### config.mk
export PLATFORM = sky130hd
export DESIGN_NAME = pxa_deskew_aligner
export DESIGN_NICKNAME = d
export VERILOG_FILES = /design/src/rtl/pxa_pkg.sv /design/src/rtl/pxa_phase_capture.sv /design/src/rtl/pxa_ring_delay.sv /design/src/rtl/pxa_fanout.sv /design/src/rtl/pxa_deskew_aligner.sv
export SDC_FILE = /design/constraint.sdc
export NUM_CORES = 1
export LEC_CHECK = 0
export ABC_AREA = 1
export CAP_MARGIN = 20
export CORE_ASPECT_RATIO = 0.6
export CORE_UTILIZATION = 55
export DETAILED_ROUTE_END_ITERATION = 10
export PLACE_DENSITY = 0.79
export SYNTH_ARGS = -nofsm -noshare
export SYNTH_HDL_FRONTEND = slang
export SYNTH_SLANG_ARGS = --single-unit
### constraint.sdc
create_clock -name clk_i -period 5.4 [get_ports clk_i]
set_input_delay 1.08 -clock clk_i [delete_from_list [all_inputs] [get_ports clk_i]]
set_output_delay 1.08 -clock clk_i [all_outputs]
set_load 0.005 [all_outputs]
### src/rtl/pxa_pkg.sv
package pxa_pkg;

  // Line hold-back for bit k when block k is unit*2^k columns wide and
  // blocks are laid out from the array entry in ascending bit order.
  function automatic int unsigned bit_delay(input int unsigned k, input int unsigned unit);
    return unit * ((32'd1 << k) - 32'd1);
  endfunction

endpackage

### src/rtl/pxa_phase_capture.sv
module pxa_phase_capture #(
  parameter int unsigned NUM_IN = 16,
  parameter int unsigned BITS   = 5,
  parameter int unsigned PH_W   = 3
) (
  input  logic                         clk_i,
  input  logic                         rst_i,
  input  logic                         beat_vld_i,
  input  logic [PH_W-1:0]              beat_phase_i,
  input  logic [NUM_IN-1:0]            beat_data_i,
  output logic [BITS-1:0][NUM_IN-1:0]  pix_bits_o,
  output logic                         pix_vld_o,
  output logic                         frame_err_o
);

  localparam logic [PH_W-1:0] LAST_PH = PH_W'(BITS - 1);

  logic [PH_W-1:0]             exp_q;
  logic [BITS-1:0][NUM_IN-1:0] acc_q;
  logic [BITS-1:0][NUM_IN-1:0] pix_q;
  logic                        pix_vld_q;
  logic                        err_q;
  logic                        hit;

  assign hit = beat_vld_i && (beat_phase_i == exp_q);

  always_ff @(posedge clk_i) begin
    if (rst_i) begin
      exp_q     <= '0;
      acc_q     <= '0;
      pix_q     <= '0;
      pix_vld_q <= 1'b0;
      err_q     <= 1'b0;
    end else begin
      pix_vld_q <= 1'b0;
      err_q     <= 1'b0;
      if (beat_vld_i) begin
        if (hit) begin
          if (exp_q == LAST_PH) begin
            for (int k = 0; k < BITS; k++) begin
              if (k == BITS - 1) pix_q[k] <= beat_data_i;
              else               pix_q[k] <= acc_q[k];
            end
            pix_vld_q <= 1'b1;
            exp_q     <= '0;
          end else begin
            acc_q[exp_q] <= beat_data_i;
            exp_q        <= exp_q + 1'b1;
          end
        end else begin
          err_q <= 1'b1;
          exp_q <= '0;
        end
      end
    end
  end

  assign pix_bits_o  = pix_q;
  assign pix_vld_o   = pix_vld_q;
  assign frame_err_o = err_q;


  exp_in_range_chk: assert property (@(posedge clk_i) disable iff (rst_i)
    exp_q <= LAST_PH);


  pix_after_last_chk: assert property (@(posedge clk_i) disable iff (rst_i)
    pix_vld_q |-> $past(beat_vld_i && (beat_phase_i == LAST_PH)));


  pix_no_repeat_chk: assert property (@(posedge clk_i) disable iff (rst_i)
    pix_vld_q |=> !pix_vld_q);


  err_cause_chk: assert property (@(posedge clk_i) disable iff (rst_i)
    err_q |-> ($past(beat_vld_i) && (exp_q == '0)));

endmodule

### src/rtl/pxa_ring_delay.sv
module pxa_ring_delay #(
  parameter int unsigned WIDTH = 16,
  parameter int unsigned DEPTH = 1
) (
  input  logic             clk_i,
  input  logic             rst_i,
  input  logic             adv_i,
  input  logic [WIDTH-1:0] din_i,
  output logic [WIDTH-1:0] dout_o
);

  if (DEPTH == 0) begin : g_bypass
    logic [WIDTH-1:0] q;
    always_ff @(posedge clk_i) begin
      if (rst_i)      q <= '0;
      else if (adv_i) q <= din_i;
    end
    assign dout_o = q;
  end else begin : g_ring
    localparam int unsigned PTR_W = (DEPTH > 1) ? $clog2(DEPTH) : 1;
    localparam int unsigned CNT_W = $clog2(DEPTH + 1);
    localparam logic [PTR_W-1:0] PTR_LAST = PTR_W'(DEPTH - 1);
    localparam logic [CNT_W-1:0] CNT_FULL = CNT_W'(DEPTH);

    logic [WIDTH-1:0] mem [DEPTH];
    logic [WIDTH-1:0] rd_q;
    logic [PTR_W-1:0] ptr_q;
    logic [CNT_W-1:0] fill_q;
    logic             primed_q;

    // Read-first RAM port: old slot content leaves as new content lands.
    always_ff @(posedge clk_i) begin
      if (adv_i) begin
        rd_q       <= mem[ptr_q];
        mem[ptr_q] <= din_i;
      end
    end

    always_ff @(posedge clk_i) begin
      if (rst_i) begin
        ptr_q    <= '0;
        fill_q   <= '0;
        primed_q <= 1'b0;
      end else if (adv_i) begin
        ptr_q    <= (ptr_q == PTR_LAST) ? '0 : ptr_q + 1'b1;
        primed_q <= (fill_q == CNT_FULL);
        if (fill_q != CNT_FULL) fill_q <= fill_q + 1'b1;
      end
    end

    assign dout_o = primed_q ? rd_q : '0;


    ptr_in_range_chk: assert property (@(posedge clk_i) disable iff (rst_i)
      ptr_q <= PTR_LAST);


    primed_sticky_chk: assert property (@(posedge clk_i) disable iff (rst_i)
      primed_q |=> primed_q);


    fill_bound_chk: assert property (@(posedge clk_i) disable iff (rst_i)
      fill_q <= CNT_FULL);
  end

endmodule

### src/rtl/pxa_fanout.sv
module pxa_fanout #(
  parameter int unsigned NUM_IN = 16,
  parameter int unsigned FANOUT = 4,
  parameter int unsigned BITS   = 5
) (
  input  logic [BITS-1:0][NUM_IN-1:0]     bits_i,
  output logic [NUM_IN*FANOUT*BITS-1:0]   rows_o
);

  for (genvar r = 0; r < NUM_IN; r++) begin : g_row
    for (genvar j = 0; j < FANOUT; j++) begin : g_copy
      for (genvar k = 0; k < BITS; k++) begin : g_bit
        assign rows_o[(r*FANOUT + j)*BITS + k] = bits_i[k][r];
      end
    end
  end

endmodule

### src/rtl/pxa_deskew_aligner.sv
module pxa_deskew_aligner #(
  parameter int unsigned NUM_IN = 16,
  parameter int unsigned FANOUT = 4,
  parameter int unsigned BITS   = 5,
  parameter int unsigned BLK_N  = 1,
  parameter int unsigned PH_W   = $clog2(BITS),
  parameter int unsigned OUT_W  = NUM_IN * FANOUT * BITS
) (
  input  logic              clk_i,
  input  logic              rst_i,
  input  logic              beat_vld_i,
  input  logic [PH_W-1:0]   beat_phase_i,
  input  logic [NUM_IN-1:0] beat_data_i,
  output logic              frame_err_o,
  output logic              line_vld_o,
  output logic [OUT_W-1:0]  array_bits_o
);

  logic [BITS-1:0][NUM_IN-1:0] pix_bits;
  logic [BITS-1:0][NUM_IN-1:0] dly_bits;
  logic                        pix_vld;
  logic                        line_vld_q;

  pxa_phase_capture #(
    .NUM_IN (NUM_IN),
    .BITS   (BITS),
    .PH_W   (PH_W)
  ) capture_i (
    .clk_i        (clk_i),
    .rst_i        (rst_i),
    .beat_vld_i   (beat_vld_i),
    .beat_phase_i (beat_phase_i),
    .beat_data_i  (beat_data_i),
    .pix_bits_o   (pix_bits),
    .pix_vld_o    (pix_vld),
    .frame_err_o  (frame_err_o)
  );

  for (genvar k = 0; k < BITS; k++) begin : g_bit
    localparam int unsigned DLY = pxa_pkg::bit_delay(k, BLK_N);
    pxa_ring_delay #(
      .WIDTH (NUM_IN),
      .DEPTH (DLY)
    ) ring_i (
      .clk_i  (clk_i),
      .rst_i  (rst_i),
      .adv_i  (pix_vld),
      .din_i  (pix_bits[k]),
      .dout_o (dly_bits[k])
    );
  end

  always_ff @(posedge clk_i) begin
    if (rst_i) line_vld_q <= 1'b0;
    else       line_vld_q <= pix_vld;
  end

  pxa_fanout #(
    .NUM_IN (NUM_IN),
    .FANOUT (FANOUT),
    .BITS   (BITS)
  ) fanout_i (
    .bits_i (dly_bits),
    .rows_o (array_bits_o)
  );

  assign line_vld_o = line_vld_q;


  line_follows_pix_chk: assert property (@(posedge clk_i) disable iff (rst_i)
    line_vld_o |-> $past(pix_vld));


  bits_hold_chk: assert property (@(posedge clk_i) disable iff (rst_i)
    !pix_vld |=> $stable(array_bits_o));

endmodule

==> impl_metrics.py <==
metrics = {
    "sta": {
        "finalCritPeriodShare_pct": 63.0,
        "period_needed_ns": 3.40,
        "rsz0062_at_grt": "no",
        "fin_ws_ns": 2.00,
        "slew_violations": 0,
        "hold_viol": 0,
        "slew_headroom_pct": 28.1,
        "finalSetupViolCount": 0,
        "fin_setup_tns_ns": 0,
        "worstMarginPinSlew_ns": 1.08,
        "skew_ns": 0.0235,
        "fmax_mhz": 294,
    },
    "finish": {
        "nets": 2640,
        "diodes": 0,
        "final_util_pct": 64.5,
        "area_growth_pct": 14.5,
        "ff_latch_area_um2": 18200,
        "multi_input_area_um2": 6210,
        "drive_gt1_share_pct": 5.53,
        "nFillCells": 3493,
    },
    "global_routing": {
        "grt_usage_pct": 26.1,
        "grt_pass1_vias": 17093,
        "grt_max_degree": 149,
        "grt_pass1_wl_um": 100000,
        "gr-total-overflow": 0,
        "antenna_found_initial": 4,
    },
    "logic_synthesis": {
        "synth_fp_nets": 2577,
        "ys_types": 28,
        "async_flop_share_pct": 0,
        "synth_top_area_share_pct": 52.9,
        "synthTopCellsByArea": "edfxtp_1, dfxtp_1, nand2_1",
        "synth_common_cells": "nand2_1, edfxtp_1, buf_4",
        "syn_avg_cell_area_um2": 10.7,
        "synth_edf_count": 480,
        "ys_seq_area_share_pct": 66.8,
        "synth_top_area_cell": "edfxtp_1",
        "yosys_warnings": 0,
        "yosysMostFrequentCell": "nand2_1",
        "ys_seq_elements": 669,
        "synth_cells": 2549,
        "synth_area_um2": 27200,
        "synth_ff_type": "edfxtp_1",
    },
    "worst_setup_path": {
        "critPathMostFrequentCell": "nor2_2",
        "critical_path_class": "reg2reg",
        "worstSetupStartpointType": "register",
        "crit_fanout": 49,
        "cp_cell_sequence": "inv_1 > nor2_2 > buf_4 > nand2_1 > nor2_2",
        "cpPeakStageDelay_ns": 0.95,
        "cp.arrival_ns": 3.62,
        "reg2reg_from": "g_bit[4].ring_i.g_ring.ptr_q[1]",
        "critical_path.slowest_cell": "dfxtp_1",
        "path_buf_inv": 2,
        "cpLargestDelayFamily": "simple AND/OR/NAND/NOR gates",
        "required_ns": 5.62,
        "end_kind": "register",
        "critical_path.startpoint": "g_bit[4].ring_i.g_ring.ptr_q[1]",
    },
    "detailed_routing": {
        "drc": 0,
        "first_pass_iters": 6,
        "final_antenna_net_count": 0,
        "routed_wl_um": 66400,
        "vias_per_cell": 5.58,
        "vias": 18404,
        "drt_iter0_markers": 1938,
        "wire_per_inst_um": 20.1,
    },
    "cts": {
        "cts.htree.levels": 2,
        "cts.reportedPaths.clkPinSlew_ns": 0.07,
        "cts_hold_buf": 0,
        "numCtsBuffers": 57,
        "cts_tree": "done",
        "root_buffer": "clkbuf_16",
        "postCtsSetupBuffers": 0,
        "clock_sinks": 669,
        "cts_resized": 0,
        "cts_buffer_depth": 3,
        "clkLatencyLatePin_ns": 0.61,
    },
    "power": {
        "power_density_nw_per_um2": 305,
        "ir_drop_uv": 262,
        "p_leak_uw": 0.0114,
        "power_uw": 9520,
    },
    "floorplanning": {
        "core_area_um2": 48300,
        "start_util_pct": 56.3,
        "pin_count": 344,
        "dieHeight_um": 174,
        "die_x_um": 289,
        "rows": 62,
        "die_area_um2": 50400,
    },
    "placed_design": {
        "gp_congestion": 0.880,
        "dpl.hpwl_um": 43200,
        "place_ws_ns": 2.13,
        "port_buffers": 343,
    },
    "min_path": {
        "hp-class": "reg2reg",
        "hold_start": "g_bit[1].ring_i.g_ring.mem[0][5]",
    },
    "run_status": {
        "outcome": "finished clean",
    },
    "job": {
        "cap_viol_max_count": 0,
    },
}
## final cells by class
type / count / share of cell area, %
Sequential cell: 669 / 58.4
Tap cell: 640 / 2.57
Multi-Input combinational cell: 1387 / 19.9
Clock buffer: 87 / 5.20
Clock inverter: 20 / 0.554
Inverter: 120 / 1.44
Timing Repair Buffer: 377 / 11.9
## worst paths after layout
kind | cells past startpoint | slack (ns) | endpoint
worst max-delay path | 5 | 2.00 | g_bit[4].ring_i.g_ring.mem[2][11]
worst max register to register | 5 | 2.00 | g_bit[4].ring_i.g_ring.mem[2][11]
worst min-delay path | 0 | 0.42 | g_bit[1].ring_i.g_ring.rd_q[5]
worst min register to register | 0 | 0.42 | g_bit[1].ring_i.g_ring.rd_q[5]
## state kept, by name, indices dropped and copies added, names as in the netlist
signal                        count
g_bit.ring_i.g_ring.rd_q         64
capture_i.exp_q                   3
g_bit.ring_i.g_ring.primed_q      4
g_bit.ring_i.g_ring.fill_q       10
g_bit.ring_i.dout_o              16
g_bit.ring_i.g_ring.mem         416
capture_i.pix_bits_o             80
capture_i.acc_q                  64
capture_i.pix_vld_o               1
line_vld_o                        1
capture_i.frame_err_o             1
g_bit.ring_i.g_ring.ptr_q         9
## metrics by stage
| stage | instances | instance area (um2) | hold slack [ns] |
|---|---|---|---|
| floorplan | 2549 | 27200 | 0.400 |
| global placement | 3188 | 29300 | 0.403 |
| detailed placement | 3190 | 29300 | 0.405 |
| CTS | 3297 | 31100 | 0.419 |
| global route | 3300 | 31200 | 0.426 |
| finish | 3300 | 31200 | 0.419 |
## power breakdown
part	switching (uW)	total [uW]	internal, uW
combinational	73.0	104	30.8
sequential	3.40	5430	5430
clock	1810	3980	2170
## per-layer routing
| metal | share of wire (%) | vias to the layer above | track usage (%) |
|---|---|---|---|
| met2 | 44 | 1017 | 38.3 |
| met1 | 41 | 8783 | 37.5 |
| met3 | 13 | 114 | 8.71 |
| met4 | 1.9 | 8 | 6.12 |
| li1 | - | 8482 | - |
| met5 | 0.086 | - | 0 |
## placed cells by master, fill, tap and decap left out, drive strengths merged
cell type | synthesis | final
bufinv | 0 | 2
xnor2 | 1 | 1
inv | 119 | 122
mux2i | 6 | 6
nor3 | 3 | 3
ha | 6 | 6
o21ai | 86 | 86
nand4 | 112 | 112
edfxtp | 480 | 480
a32oi | 1 | 1
dfxtp | 189 | 189
clkinv | 1 | 14
clkbuf | 69 | 87
clkdlybuf4s50 | 0 | 342
buf | 304 | 35
o211ai | 1 | 1
nor2 | 240 | 240
nand3 | 128 | 128
nand2 | 666 | 666
a211oi | 1 | 1
a21oi | 119 | 119
xor2 | 1 | 1
clkinvlp | 0 | 2
a22oi | 16 | 16
## cell families after synthesis
group / count (synthesis) / share of synthesized area, %
compound gates: 224 / 4.30
xor+xnor: 2 / 0.0643
fa+ha+maj: 6 / 0.276
buf+inv: 493 / 10.6
flops: 669 / 66.8
mux: 6 / 0.221
simple gates: 1149 / 17.7
Power figures use the tool's default switching activity.
